## src/rtl/aux_tap_pkg.sv

```systemverilog
package aux_tap_pkg;

  typedef enum logic [3:0] {
    ST_TLR    = 4'd0,
    ST_RTI    = 4'd1,
    ST_SEL_DR = 4'd2,
    ST_CAP_DR = 4'd3,
    ST_SHF_DR = 4'd4,
    ST_EX1_DR = 4'd5,
    ST_PAU_DR = 4'd6,
    ST_EX2_DR = 4'd7,
    ST_UPD_DR = 4'd8,
    ST_SEL_IR = 4'd9,
    ST_CAP_IR = 4'd10,
    ST_SHF_IR = 4'd11,
    ST_EX1_IR = 4'd12,
    ST_PAU_IR = 4'd13,
    ST_EX2_IR = 4'd14,
    ST_UPD_IR = 4'd15
  } tap_state_e;

  // One step of the standard TAP sequence for a given TMS value.
  function automatic tap_state_e tap_step(input tap_state_e cur, input logic m);
    tap_state_e n;
    case (cur)
      ST_TLR:    n = m ? ST_TLR    : ST_RTI;
      ST_RTI:    n = m ? ST_SEL_DR : ST_RTI;
      ST_SEL_DR: n = m ? ST_SEL_IR : ST_CAP_DR;
      ST_CAP_DR: n = m ? ST_EX1_DR : ST_SHF_DR;
      ST_SHF_DR: n = m ? ST_EX1_DR : ST_SHF_DR;
      ST_EX1_DR: n = m ? ST_UPD_DR : ST_PAU_DR;
      ST_PAU_DR: n = m ? ST_EX2_DR : ST_PAU_DR;
      ST_EX2_DR: n = m ? ST_UPD_DR : ST_SHF_DR;
      ST_UPD_DR: n = m ? ST_SEL_DR : ST_RTI;
      ST_SEL_IR: n = m ? ST_TLR    : ST_CAP_IR;
      ST_CAP_IR: n = m ? ST_EX1_IR : ST_SHF_IR;
      ST_SHF_IR: n = m ? ST_EX1_IR : ST_SHF_IR;
      ST_EX1_IR: n = m ? ST_UPD_IR : ST_PAU_IR;
      ST_PAU_IR: n = m ? ST_EX2_IR : ST_PAU_IR;
      ST_EX2_IR: n = m ? ST_UPD_IR : ST_SHF_IR;
      ST_UPD_IR: n = m ? ST_SEL_DR : ST_RTI;
      default:   n = ST_TLR;
    endcase
    return n;
  endfunction

endpackage

```

## src/rtl/aux_tap_rst_sync.sv

```systemverilog
// Asserts asynchronously, releases after STAGES rising edges of clk.
module aux_tap_rst_sync #(
  parameter int STAGES = 2
) (
  input  logic clk,
  input  logic arst_n,
  output logic rst_n_o
);

  logic [STAGES-1:0] chain_q;

  always_ff @(posedge clk or negedge arst_n) begin
    if (!arst_n) begin
      chain_q <= '0;
    end else begin
      chain_q <= {chain_q[STAGES-2:0], 1'b1};
    end
  end

  assign rst_n_o = chain_q[STAGES-1];

endmodule

```

## src/rtl/aux_tap_shadow.sv

```systemverilog
// Shadow copy of the TAP sequence, advanced by pin TMS.
module aux_tap_shadow
  import aux_tap_pkg::*;
(
  input  logic       clk,
  input  logic       rst_n,
  input  logic       tms,
  output tap_state_e state_o,
  output tap_state_e state_nxt_o
);

  tap_state_e state_q;
  tap_state_e state_d;

  always_comb begin
    state_d = tap_step(state_q, tms);
  end

  always_ff @(posedge clk or negedge rst_n) begin
    if (!rst_n) begin
      state_q <= ST_TLR;
    end else begin
      state_q <= state_d;
    end
  end

  assign state_o     = state_q;
  assign state_nxt_o = state_d;

endmodule

```

## src/rtl/aux_tap_grant.sv

```systemverilog
// Ownership of the port: start, release on paused update, release on reset.
module aux_tap_grant
  import aux_tap_pkg::*;
#(
  parameter int IDX_W = 2
) (
  input  logic             clk,
  input  logic             rst_n,
  input  logic             start,
  input  logic [IDX_W-1:0] sel,
  input  tap_state_e       state_nxt,
  output logic             active_o,
  output logic [IDX_W-1:0] idx_o,
  output logic             paused_o
);

  logic             act_q, act_d, act_en;
  logic [IDX_W-1:0] idx_q, idx_d, idx_en;
  logic             ps_q, ps_d, ps_en;
  logic             take, drop_tlr, drop_upd;

  always_comb begin
    take     = !act_q && start && (state_nxt != ST_TLR);
    drop_tlr = act_q && (state_nxt == ST_TLR);
    drop_upd = act_q && (state_nxt == ST_UPD_DR) && ps_q;

    act_en = take | drop_tlr | drop_upd;
    act_d  = take;

    idx_en = {IDX_W{take}};
    idx_d  = sel;

    ps_en = take | (state_nxt == ST_PAU_DR) | (state_nxt == ST_CAP_DR);
    if (take) begin
      ps_d = 1'b0;
    end else begin
      ps_d = (state_nxt == ST_PAU_DR);
    end
  end

  always_ff @(posedge clk or negedge rst_n) begin
    if (!rst_n) begin
      act_q <= 1'b0;
    end else if (act_en) begin
      act_q <= act_d;
    end
  end

  always_ff @(posedge clk or negedge rst_n) begin
    if (!rst_n) begin
      idx_q <= '0;
    end else if (|idx_en) begin
      idx_q <= idx_d;
    end
  end

  always_ff @(posedge clk or negedge rst_n) begin
    if (!rst_n) begin
      ps_q <= 1'b0;
    end else if (ps_en) begin
      ps_q <= ps_d;
    end
  end

  assign active_o = act_q;
  assign idx_o    = idx_q;
  assign paused_o = ps_q;

endmodule

```

## src/rtl/aux_tap_route.sv

```systemverilog
// Per-lane pin steering and TDO return multiplexer.
module aux_tap_route #(
  parameter int NUM_AUX = 4,
  parameter int IDX_W   = 2
) (
  input  logic               active,
  input  logic [IDX_W-1:0]   idx,
  input  logic               tms,
  input  logic               tdi,
  input  logic               prim_tdo,
  input  logic [NUM_AUX-1:0] aux_tdo,
  output logic [NUM_AUX-1:0] aux_tms,
  output logic [NUM_AUX-1:0] aux_tdi,
  output logic               tdo
);

  logic [NUM_AUX-1:0] hit;

  for (genvar i = 0; i < NUM_AUX; i++) begin : g_lane
    always_comb begin
      hit[i]     = active && (idx == IDX_W'(i));
      aux_tms[i] = hit[i] ? tms : 1'b0;
      aux_tdi[i] = hit[i] ? tdi : 1'b1;
    end
  end

  always_comb begin
    if (active) begin
      tdo = |(aux_tdo & hit);
    end else begin
      tdo = prim_tdo;
    end
  end

endmodule

```

## src/rtl/aux_tap_handoff.sv

```systemverilog
module aux_tap_handoff
  import aux_tap_pkg::*;
#(
  parameter int NUM_AUX = 4,
  parameter int IDX_W   = (NUM_AUX > 1) ? $clog2(NUM_AUX) : 1
) (
  input  logic               tck,
  input  logic               trst_n,
  input  logic               tms,
  input  logic               tdi,
  input  logic               prim_tdo,
  input  logic [IDX_W-1:0]   sel,
  input  logic               start,
  input  logic [NUM_AUX-1:0] aux_tdo,
  output logic               tdo,
  output logic               handoff_active,
  output logic [NUM_AUX-1:0] aux_tms,
  output logic [NUM_AUX-1:0] aux_tdi
);

  localparam int SYNC_STAGES = 2;

  logic             rst_n_s;
  tap_state_e       state_q;
  tap_state_e       state_nxt;
  logic             act;
  logic [IDX_W-1:0] idx_q;
  logic             paused;

  aux_tap_rst_sync #(.STAGES(SYNC_STAGES)) u_rst (
    .clk     (tck),
    .arst_n  (trst_n),
    .rst_n_o (rst_n_s)
  );

  aux_tap_shadow u_shadow (
    .clk         (tck),
    .rst_n       (rst_n_s),
    .tms         (tms),
    .state_o     (state_q),
    .state_nxt_o (state_nxt)
  );

  aux_tap_grant #(.IDX_W(IDX_W)) u_grant (
    .clk       (tck),
    .rst_n     (rst_n_s),
    .start     (start),
    .sel       (sel),
    .state_nxt (state_nxt),
    .active_o  (act),
    .idx_o     (idx_q),
    .paused_o  (paused)
  );

  aux_tap_route #(.NUM_AUX(NUM_AUX), .IDX_W(IDX_W)) u_route (
    .active   (act),
    .idx      (idx_q),
    .tms      (tms),
    .tdi      (tdi),
    .prim_tdo (prim_tdo),
    .aux_tdo  (aux_tdo),
    .aux_tms  (aux_tms),
    .aux_tdi  (aux_tdi),
    .tdo      (tdo)
  );

  assign handoff_active = act;

endmodule

```

## config.mk

```make
export PLATFORM = sky130hd
export DESIGN_NAME = aux_tap_handoff
export DESIGN_NICKNAME = d
export VERILOG_FILES = /design/src/rtl/aux_tap_pkg.sv /design/src/rtl/aux_tap_rst_sync.sv /design/src/rtl/aux_tap_shadow.sv /design/src/rtl/aux_tap_grant.sv /design/src/rtl/aux_tap_route.sv /design/src/rtl/aux_tap_handoff.sv
export SDC_FILE = /design/constraint.sdc
export NUM_CORES = 1
export LEC_CHECK = 0
export BUFFER_PORTS_ARGS = -buffer_cell sky130_fd_sc_hd__buf_2
export CAP_MARGIN = 10
export CELL_PAD_IN_SITES_DETAIL_PLACEMENT = 1
export CELL_PAD_IN_SITES_GLOBAL_PLACEMENT = 2
export CORE_ASPECT_RATIO = 0.75
export CORE_MARGIN = 4
export CORE_UTILIZATION = 30
export CTS_BUF_LIST = sky130_fd_sc_hd__clkbuf_4 sky130_fd_sc_hd__clkbuf_8
export DETAILED_ROUTE_END_ITERATION = 8
export GPL_TIMING_DRIVEN = 0
export PLACE_DENSITY = 0.79
export SLEW_MARGIN = 10
export SYNTH_ARGS = -nofsm -noshare
export SYNTH_HDL_FRONTEND = slang
export SYNTH_SLANG_ARGS = --single-unit
```

## constraint.sdc

```tcl
create_clock -name tck -period 1.44 [get_ports tck]
set_input_delay 0.072 -clock tck [delete_from_list [all_inputs] [get_ports tck]]
set_output_delay 0.072 -clock tck [all_outputs]
set_load 0.02 [all_outputs]
```

After elaboration in Yosys (flattened, before gate mapping)
Index checks and enable logic that the tools add are counted.

storage, ports and cells
  ROM bits = 0
  bits in writable memories = 0
  logic and storage cells = 72
  bits of input ports = 12
  latch bits = 0
  register bits = 10
  output and inout bits = 10
  memories = 0

cells by class
  shift-type cells = 0
  add/subtract/negate cells = 0
  bitwise operators = 5
  reductions and logical operators = 18
  multiplexer cells = 23
  order comparisons = 0
  multipliers = 0
  equal/unequal tests = 21
  divide/modulo/power cells = 0

operator list
  operator                                        number
  one-hot mux 4 bit (12 select lines)             1
  == test 4 bit (second input constant)           9
  == test 4 x 3 -> 1 bit (second input constant)  5
  2-to-1 mux 4 bit                                4
  2-to-1 mux 1 bit                                13
  == test 4 x 2 -> 1 bit (second input constant)  3
  logical AND 1 bit                               9
  zero test 4 bit                                 2
  2-to-1 mux 2 bit                                3
  2-to-1 mux 3 bit                                2
  AND 4 bit                                       1
  == test 2 bit (second input constant)           2
  == test 4 x 1 -> 1 bit (second input constant)  1
  bitwise OR 1 bit                                4
  nonzero test 4 bit                              1
  OR reduction 2 bit                              2
  OR reduction 4 bit                              1
  OR reduction 3 bit                              1
  == test 2 x 1 -> 1 bit (second input constant)  1
  zero test 2 bit                                 1
  zero test 1 bit                                 1

Logic depth before layout (Yosys ltp)
  depth in word-level cells = 7
  depth in mapped cells = 4
  gate-level depth less buffers = 3

Modules after synthesis
A second synthesis with hierarchy kept.

unflattened totals
  cell total of the unflattened synthesis = 77
  area, all modules = 694.4 um^2

modules (own cells, without submodules)
  module            sequential area each (um^2)  area an instance (um^2)  cells an instance  instances
  aux_tap_shadow    100.1                        314.1                    37                 1
  aux_tap_grant     100.1                        196.4                    17                 1
  aux_tap_route     0.0                          130.1                    20                 1
  aux_tap_rst_sync  50.0                         53.8                     3                  1

Least setup slack after synthesis
OpenSTA, ideal clock, no wires.

  kind = reg-to-reg
  start = reg u_shadow.state_q[1] (netlist: u_shadow.state_o[1])
  end = reg u_grant.idx_q[0] (netlist: u_grant.idx_o[0])
  path buffers = 0
  library setup time = 0.125 ns
  data required time = 1.315 ns
  cell stages (with the launch flop) = 4
  period minus slack after synthesis = 1.312 ns
  path slack = 0.128 ns
  data arrival time = 1.186 ns
  path through = dfrtp_1 > nand2b_2 > o311a_4 > mux2_4

between the ends
  longest elaborated chain between the ends = 5
  elaborated cells on any way between the ends = 22
  those cells by class = eq/ne (15); mux (1); reduce/logical (6)

ends and longest elaborated chain
  item                                                                              line                  source
  start: declaration                                                                aux_tap_shadow.sv:12  tap_state_e state_q;
  start signal: assignment                                                          aux_tap_shadow.sv:23  state_q <= state_d;
  == test 4 x 1 -> 1 bit, or another cell as far along                              aux_tap_pkg.sv:25     case (cur)
  OR reduction 3 bit (no source line) / OR reduction 2 bit (equally long branches)  --
  one-hot mux 4 bit (12 select lines) *                                             aux_tap_pkg.sv:25
  nonzero test 4 bit *                                                              aux_tap_grant.sv:23   take = !act_q && start && (state_nxt != ST_TLR);
  logical AND 1 bit *                                                               aux_tap_grant.sv:23
  end signal: assignment                                                            aux_tap_grant.sv:53   idx_q <= idx_d;
  end: declaration                                                                  aux_tap_grant.sv:18   logic [IDX_W-1:0] idx_q, idx_d, idx_en;

Mark *: on every way between the ends. The rest lies on a longest branch, timed or not.
A chain may end at the register's enable or synchronous reset.

Worst setup path in the final report
  start = reg u_grant.idx_q[0] (netlist: u_grant.idx_o[0])
  end = out tdo

between the ends
  longest elaborated chain between the ends = 5
  elaborated cells on any way between the ends = 11
  those cells by class = eq/ne (3); mux (1); bitwise (1); reduce/logical (6)

ends and longest elaborated chain
  item                                                  line                   source
  == test 2 x 1 -> 1 bit, or another cell as far along  aux_tap_route.sv:21    hit[i] = active && (idx == IDX_W'(i));
  logical AND 1 bit                                     aux_tap_route.sv:21
  AND 4 bit *                                           aux_tap_route.sv:29    tdo = |(aux_tdo & hit);
  OR reduction 4 bit *                                  aux_tap_route.sv:29
  2-to-1 mux 1 bit *                                    aux_tap_route.sv:28    if (active) begin
  end: declaration                                      aux_tap_handoff.sv:15  output logic tdo,

Marks and branches as above.

==> results_dict.tcl <==
set metrics [dict create \
    drc 0 \
    pre_cts_slack_ps 11.7 \
    ys_async_sr_fraction_pct 100 \
    slew_viol_final 0 \
    layout-drive-gt1-share_pct 39.4 \
    synth-seq-cells 10 \
    worstHoldPathCells 2 \
    grt_pass1_wl_um 3040 \
    synthTopCellsByArea "dfrtp_1 35%, mux2_4 6.3%, nand2b_1 4.3%" \
    powerDensity_nw_per_um2 2090 \
    status "complete, but fails checks" \
    vias 646 \
    synthMuxAreaShare_pct 10.8 \
    grt_pass1_vias 637 \
    coreArea_um2 2290 \
    grtUsageTotal_pct 12.0 \
    crit_start "u_grant.idx_o[0]$_DFFE_PN0P_" \
    die_area_um2 3260 \
    required_ps 1370 \
    finalHoldViolCount 0 \
    multi_input_area_um2 418 \
    tns_ps -167 \
    avgRoutedWirePerCell_um 12.9 \
    die_w_um 64.6 \
    timing.final.crit_share_pct 112 \
    final_cell_area_um2 931 \
    synth_enable_flop_cells 0 \
    ys_warn_count 0 \
    antennaDiodeCount 0 \
    synth-simple-area-share_pct 27.3 \
    drt-initial-drc-count 9 \
    critPathKind "flop to output port" \
    num_rows 15 \
    fin_ws_ps -167 \
    synth_top_family_by_area "simple AND/OR/NAND/NOR gates" \
    period_needed_ps 1610 \
    dpl_cell_area_um2 868 \
    ff_latch_area_um2 250 \
    maxCapViolCount 0 \
    finClkSkew_ps 8.27 \
    r2r_cells 3 \
    die_y_um 50.4 \
    synthAdderAreaFrac_pct 0 \
    syn2layout_area_growth_pct 29.2 \
    firstDrtPassIters 3 \
    dpl.hpwl_um 1340 \
    fill_cells 272 \
    synthCells 78 \
    viasPerCell 4.68 \
    grt_max_degree 11 \
    routed_wl_um 1780 \
    cts_made_buffers 3 \
    synth_compound_area_share_pct 15.6 \
    p_leak_nw 0.422 \
    setup_viol 1 \
    synth_top_area_cell "dfrtp_1" \
    place_congestion 0.678 \
    ys.flop_type "dfrtp_1" \
    vdd_drop_max_mv 0.811 \
    critical_path.max_fanout 2 \
    synthesis.area_um2 721 \
    start_util_pct 31.5 \
    critPathLaunchType "flop" \
    violations "setup timing" \
    ys_seq_area_share_pct 34.7 \
    finalNetCount 117 \
    r2r_start "u_shadow.state_o[2]$_DFF_PN0_" \
    portBuffers 21 \
    synth_nets 90 \
    clock_path_buffers 2 \
    cts_tree "yes" \
    antenna_found_initial 0 \
    grt-ovfl-total 0 \
    max_freq_mhz 622 \
    rsz0062_at_grt "true" \
    synth_cell_types 33 \
    min_path_type "input port to flop" \
    worstSetupEndpointType "output port" \
    hp-start "sel[0]" \
    synth_top_area_share_pct 34.7 \
    clk_pin_slew_ps 60 \
    root_buffer "clkbuf_4" \
    synth_xor_area_share_pct 2.43 \
    avgSynthCellArea_um2 9.24 \
    cts_htree_levels 1 \
    pin_count 22 \
    cts_sinks 10 \
    critPathArrivalTime_ps 1540 \
    clk_latency_ps 270 \
    ant_nets 0 \
]
## registers in the layout, summed over array words and instances (netlist names)
signal / cells
u_shadow.state_o: 4
u_grant.idx_o: 2
u_rst.chain_q: 2
u_grant.active_o: 1
u_grant.paused_o: 1
## stage by stage
stage	utilization [%]	std cells	hold WS (ps)	total power, mW
finish	40.7	138	41.8	1.95
global route	40.7	138	29.0	2.12
floorplan	-	78	-224	1.38
detailed placement	37.9	133	-141	1.64
global placement	37.9	133	-143	1.63
CTS	40.5	139	33.7	1.95
## worst max-delay path, cell delays in order, from the launching register on
cell,delay [ps]
dfrtp_1,380
mux4_2,500
mux2_4,270
buf_6,130
## placed cells by master (no fill, tap or decap), types with 3 or more instances in the layout
cell type and n:
nor2_1 5, dfrtp_1 10, nand3b_1 3, clkbuf_4 3, nand2b_1 4, buf_4 3
buf_6 3, nor3_1 4, nand2_1 8, a21oi_1 6, buf_2 22, mux2_4 3
## report_power, final
| part | switching [mW] | internal [mW] | total [mW] |
|---|---|---|---|
| combinational | 0.624 | 0.572 | 1.20 |
| sequential | 0.102 | 0.392 | 0.494 |
| clock | 0.104 | 0.153 | 0.257 |
## synth_stat cells (3+ instances only)
cell       n
nand2b_1   5
nand3b_1   3
mux2_4     3
nor2_1     6
dfrtp_1   10
a21oi_1    6
nand2_1    8
nor3_1     4
buf_4      3
## area by class of cell
class,count,area share (%)
Multi-Input combinational cell,59,44.9
Tap cell,34,4.57
Buffer,6,5.11
Inverter,2,0.806
Clock buffer,4,3.90
Timing Repair Buffer,23,13.8
Sequential cell,10,26.9
## repair_timing
item | in CTS | in global routing
resized for setup | 2 | 3
setup buffers | 1 | 0
setup endpoints to repair | 1 | 8
gates cloned | 0 | 0
hold endpoints to repair | 2 | 0
hold buffers | 1 | 0
pin swaps | 0 | 0
## cells by family (layout without fill, tap and decap cells)
kind of cell	Yosys count	after routing
buffers and inverters	9	35
AND/OR/NAND/NOR	36	36
flip-flops	10	10
other	1	1
AO/OA/AOI/OAI	15	15
XOR/XNOR	2	2
multiplexers	5	5
## routing by layer
layer	track usage (%)	up-vias	part of all wire (%)
met4	1.75	0	0
met2	17.1	5	46
met1	17.3	317	51
met3	4.70	0	2.8
li1	-	324	-
met5	0	-	0
## path summary, 6_finish.rpt
path                       slack [ps]                       endpoint
max reg2reg                        40   u_grant.idx_o[1]$_DFFE_PN0P_
min reg2reg                       130  u_shadow.state_o[3]$_DFF_PN0_
min in group asynchronous         120     u_rst.chain_q[0]$_DFF_PN0_
max in group asynchronous        1040  u_shadow.state_o[2]$_DFF_PN0_
min                                40   u_grant.idx_o[0]$_DFFE_PN0P_
max                              -170                            tdo
No activity file was read; power rests on OpenSTA's default activity.
